File: src/rtl/bseq_pkg.sv
package bseq_pkg;

    localparam int COL_W = 9;
    localparam int LG_W  = $clog2(COL_W + 1);

    localparam logic [2:0] CODE_PAGE = 3'b111;

    typedef logic [COL_W-1:0] col_t;

    typedef enum logic {
        ORD_SEQ = 1'b0,
        ORD_XOR = 1'b1
    } order_e;

    typedef struct packed {
        logic [LG_W-1:0] lg;     // log2 of the burst length
        logic            page;   // full-page burst
        order_e          order;
        logic            bad;    // illegal choice, single beat
    } mode_t;

    localparam mode_t MODE_RESET = '{lg: '0, page: 1'b0, order: ORD_SEQ, bad: 1'b0};

    function automatic mode_t decode_mode(logic [2:0] code, logic ilv);
        mode_t m;
        m       = MODE_RESET;
        m.order = ilv ? ORD_XOR : ORD_SEQ;
        if (code[2] == 1'b0) begin
            m.lg = LG_W'(code[1:0]);
        end else if (code == CODE_PAGE && !ilv) begin
            m.page = 1'b1;
        end else begin
            m.bad = 1'b1;
        end
        return m;
    endfunction

    function automatic col_t span_mask(mode_t m);
        col_t r;
        if (m.page) r = '1;
        else        r = (col_t'(1) << m.lg) - col_t'(1);
        return r;
    endfunction

endpackage

File: src/rtl/bseq_mode_latch.sv
module bseq_mode_latch
    import bseq_pkg::*;
(
    input  logic       clk,
    input  logic       rst,
    input  logic       load_i,
    input  logic [2:0] code_i,
    input  logic       ilv_i,
    output mode_t      mode_o,
    output col_t       mask_o
);
    mode_t mode_q;

    always_ff @(posedge clk) begin
        if (rst)         mode_q <= MODE_RESET;
        else if (load_i) mode_q <= decode_mode(code_i, ilv_i);
    end

    assign mode_o = mode_q;
    assign mask_o = span_mask(mode_q);
endmodule

File: src/rtl/bseq_beat_ctr.sv
module bseq_beat_ctr
    import bseq_pkg::*;
(
    input  logic clk,
    input  logic rst,
    input  logic load_i,
    input  logic stop_i,
    input  col_t mask_i,
    input  logic page_i,
    output col_t beat_o,
    output logic active_o,
    output logic last_o
);
    col_t beat_q;
    logic act_q;
    logic at_end;

    assign at_end = act_q && !page_i && (beat_q == mask_i);

    always_ff @(posedge clk) begin
        if (rst) begin
            act_q  <= 1'b0;
            beat_q <= '0;
        end else if (load_i) begin
            act_q  <= 1'b1;
            beat_q <= '0;
        end else if (stop_i) begin
            act_q  <= 1'b0;
        end else if (act_q) begin
            beat_q <= beat_q + col_t'(1);
            if (at_end) act_q <= 1'b0;
        end
    end

    assign beat_o   = beat_q;
    assign active_o = act_q;
    assign last_o   = at_end;
endmodule

File: src/rtl/bseq_col_gen.sv
module bseq_col_gen
    import bseq_pkg::*;
(
    input  col_t   base_i,
    input  col_t   beat_i,
    input  col_t   mask_i,
    input  order_e order_i,
    output col_t   col_o
);
    col_t sum;
    assign sum = base_i + beat_i;

    for (genvar i = 0; i < COL_W; i++) begin : g_bit
        logic moved;
        always_comb begin
            if (order_i == ORD_XOR) moved = base_i[i] ^ beat_i[i];
            else                    moved = sum[i];
        end
        assign col_o[i] = mask_i[i] ? moved : base_i[i];
    end
endmodule

File: src/rtl/burst_col_seq.sv
module burst_col_seq
    import bseq_pkg::*;
(
    input  logic       clk,
    input  logic       rst,
    input  logic       start_i,
    input  logic       restart_i,
    input  logic       stop_i,
    input  logic [8:0] start_col_i,
    input  logic [2:0] len_code_i,
    input  logic       ilv_i,
    output logic [8:0] col_o,
    output logic       beat_vld_o,
    output logic       last_o,
    output logic       mode_err_o
);
    logic  load;
    col_t  base_q;
    mode_t mode;
    col_t  mask;
    col_t  beat;

    assign load = start_i | restart_i;

    always_ff @(posedge clk) begin
        if (rst)       base_q <= '0;
        else if (load) base_q <= start_col_i;
    end

    bseq_mode_latch u_mode (
        .clk    (clk),
        .rst    (rst),
        .load_i (start_i),
        .code_i (len_code_i),
        .ilv_i  (ilv_i),
        .mode_o (mode),
        .mask_o (mask)
    );

    bseq_beat_ctr u_ctr (
        .clk      (clk),
        .rst      (rst),
        .load_i   (load),
        .stop_i   (stop_i),
        .mask_i   (mask),
        .page_i   (mode.page),
        .beat_o   (beat),
        .active_o (beat_vld_o),
        .last_o   (last_o)
    );

    bseq_col_gen u_col (
        .base_i  (base_q),
        .beat_i  (beat),
        .mask_i  (mask),
        .order_i (mode.order),
        .col_o   (col_o)
    );

    assign mode_err_o = mode.bad;
endmodule

File: config.mk
export PLATFORM = sky130hd
export DESIGN_NAME = burst_col_seq
export DESIGN_NICKNAME = d
export VERILOG_FILES = /design/src/rtl/bseq_pkg.sv /design/src/rtl/bseq_mode_latch.sv /design/src/rtl/bseq_beat_ctr.sv /design/src/rtl/bseq_col_gen.sv /design/src/rtl/burst_col_seq.sv
export SDC_FILE = /design/constraint.sdc
export NUM_CORES = 1
export LEC_CHECK = 0
export ABC_AREA = 1
export BUFFER_PORTS_ARGS = -buffer_cell sky130_fd_sc_hd__buf_4
export CAP_MARGIN = 20
export CELL_PAD_IN_SITES_DETAIL_PLACEMENT = 1
export CELL_PAD_IN_SITES_GLOBAL_PLACEMENT = 1
export CORE_ASPECT_RATIO = 1.4
export CORE_MARGIN = 2
export CORE_UTILIZATION = 34
export CTS_BUF_LIST = sky130_fd_sc_hd__clkbuf_4 sky130_fd_sc_hd__clkbuf_8 sky130_fd_sc_hd__clkbuf_16
export DETAILED_ROUTE_END_ITERATION = 8
export GPL_ROUTABILITY_DRIVEN = 0
export GPL_TIMING_DRIVEN = 0
export PLACE_DENSITY_LB_ADDON = 0.1
export SLEW_MARGIN = 15
export SYNTH_ARGS = -nofsm -noshare
export SYNTH_HDL_FRONTEND = slang
export SYNTH_SLANG_ARGS = --single-unit
export TNS_END_PERCENT = 100
File: constraint.sdc
create_clock -name clk -period 1.5 [get_ports clk]
set_input_delay 0.15 -clock clk [delete_from_list [all_inputs] [get_ports clk]]
set_output_delay 0.15 -clock clk [all_outputs]
set_load 0.01 [all_outputs]
==> reports/metrics.cfg <==
[cts]
ctsHoldBuffers = 0
numCtsBuffers = 3
path_clk_slew_ns = 0.09
cts.sink_count = 24
clock_latency_ns = 0.27
clockBufferDepth = 2
cts_tree = done
htree_levels = 1
cts_root_buf = clkbuf_8

[critical_path]
cp_data_required_time_ns = 1.35
r2r-end = u_ctr.beat_o[6]
critPathLaunchType = flip-flop
crit_arrival_ns = 1.93
crit_path_end_kind = primary output
r2r_slack_ns = 0.07
worst-setup-path-type = flip-flop to primary output
worstReg2RegStart = u_ctr.beat_o[1]
worstPathMaxFanout = 3
reg2reg_depth = 7

[sta]
rsz0062_at_grt = true
layout_setup_ws_ns = -0.580
period_share_pct = 139
drv_slew = 0
fmax_mhz = 481
tightest_slew_ns = 0.565
setup_viol = 9
max_slew_margin_pct = 62.4
finalHoldViolations = 0
fin_skew_ns = 0.00295
fin_crit_ns = 2.08

[placement]
dpl.hpwl_um = 3590
portBuffers = 28
dp.cells = 337

[cells_and_area]
layout_commonest_cell = nand2_1
fill_cells = 608
area_delta_synth_final_pct = 48.8
final_cell_mix = nand2_1, buf_4, inv_1
drive_gt1_share_pct = 40.9
fin_util_pct = 52.4
final_cells = 358
fin_nets = 326
n_antenna_cell = 0

[grt]
use_met1_pct = 25.7
gr-usage-all-layers_pct = 21.5
grt_pass1_vias = 1810
grt_max_degree = 14
grt_use_met3_pct = 2.29
top_usage_layer = met2
grt_antenna_before_repair = 0
grt_pass1_wl_um = 8490
grt.overflow.total = 0
use_met2_pct = 38.2

[logic_synthesis]
synth_top_area_share_pct = 30.1
ys_seq_area_share_pct = 30.1
synth_top_cell_by_area = dfxtp_1
synthCells = 247
synth_nets = 276
netlist_area_um2 = 1600
yosys.cell_types.count = 26
ys_ff_latch = 24
avgSynthCellArea_um2 = 6.47
synth_area_leaders = dfxtp_1, nand2_1, ha_1
yosysWarnings = 0

[die]
placementRows = 29
core_area_um2 = 4540
die_h_um = 85.1
die_w_um = 61.9
ioPinCount = 30
die-area_um2 = 5270
start_util_pct = 35.2

[detailed_routing]
wl_um = 5160
viasPerCell = 4.85
drc_errors = 0
wl_per_cell_um = 14.4
ant_nets = 0
first_pass_iters = 4
drt_iter0_drc = 21
routed-via-count = 1737

[power_and_ir_drop]
irDropWorstVdd_uv = 579
total_power_mw = 1.48
powerDensity_nw_per_um2 = 622
power_leakage_nw = 1.04

[min_path]
min_to = base_q[2]
hold_path.startpoint = start_col_i[2]
whs_path_depth = 3
hold_path.class = primary input to flip-flop

[run_status]
status = complete, but fails checks
failed_checks = setup timing

[run]
cap_violations = 0

worst max-delay path, stage by stage (launching register included):
cell	delay, ns
dfxtp_4	0.36
ha_4	0.16
fa_2	0.41
nand3_2	0.10
nand3_4	0.09
a21oi_2	0.16
nor2_1	0.06
nand2_1	0.06
nand3_1	0.08
nand2_2	0.07
buf_6	0.09
where the power goes:
part | internal, mW | leakage [nW] | switching (mW)
clock | 0.235 | 0.0288 | 0.219
combinational | 0.159 | 0.805 | 0.183
sequential | 0.654 | 0.206 | 0.0293
sequential cells by signal, indices dropped and copies added, names as in the netlist:
register        count
u_ctr.beat_o        9
u_ctr.active_o      1
u_mode.mode_o       5
base_q              9
per-layer routing:
layer  wire [um]  share of wire (%)  vias to the layer above
met3          94                1.8                        7
met4          74                1.4                        0
met1        2180                 42                      822
met2        2810                 54                       19
li1            -                  -                      889
met5           0                  0                        -
timing repair:
action / in CTS / in global routing
buffers inserted: 13 / 4
endpoints found under the setup margin: 12 / 12
resized for setup: 52 / 23
hold endpoints to repair: 0 / 0
pin swaps: 18 / 16
stage by stage:
step           hold WS, ns  TNS, ns  setup WS, ns  instance area, um^2
4_1_cts              0.113    -3.43        -0.556                 2270
2_1_floorplan        0.293  -0.0468       -0.0238                 1630
3_3_place_gp         0.404    -1.39        -0.245                 1920
3_5_place_dp         0.413    -1.48        -0.282                 1920
5_1_grt              0.118    -4.57        -0.660                 2380
6_report             0.112    -3.85        -0.580                 2380
logic make-up after synthesis:
group / Yosys count / synth area share (%)
buf+inv: 37 / 8.77
xor+xnor: 4 / 2.66
compound gates: 39 / 13.6
flops: 24 / 30.1
fa+ha+maj: 11 / 9.08
simple gates: 132 / 35.8
worst max path at each step:
stage | startpoint | endpoint | slack, ns | cells past startpoint
5_1_grt | u_ctr.beat_o[0] | col_o[6] | -0.66 | 10
3_5_place_dp | u_ctr.beat_o[0] | col_o[8] | -0.28 | 11
2_1_floorplan | u_ctr.beat_o[0] | col_o[8] | -0.02 | 11
3_3_place_gp | u_ctr.beat_o[0] | col_o[8] | -0.25 | 11
4_1_cts | u_ctr.beat_o[0] | col_o[8] | -0.56 | 11
6_report | u_ctr.beat_o[0] | col_o[6] | -0.58 | 10
layout make-up:
| cell class | instances | area, um^2 | area share, % |
|---|---|---|---|
| Buffer | 4 | 17.5 | 0.737 |
| Sequential cell | 24 | 518 | 21.8 |
| Timing Repair Buffer | 45 | 364 | 15.3 |
| Multi-Input combinational cell | 186 | 1220 | 51.2 |
| Clock buffer | 4 | 55.1 | 2.32 |
| Inverter | 33 | 129 | 5.42 |
| Tap cell | 62 | 77.6 | 3.26 |
cells in the mapped netlist:
library cell	n
a31oi_1	3
o21bai_1	1
a21oi_2	1
a211oi_1	3
nand3_1	16
nor2_2	2
nand2_4	1
nand2_1	87
o21ai_0	5
nor3_2	2
clkbuf_1	3
xor2_1	3
ha_1	10
nor2_4	2
xor2_2	1
inv_1	31
buf_2	1
inv_2	2
fa_1	1
dfxtp_1	24
nand4_1	2
nor3_1	4
nand3_2	1
nor2_1	15
a21oi_1	24
a21o_1	2
(Power assumes the default switching activity.)
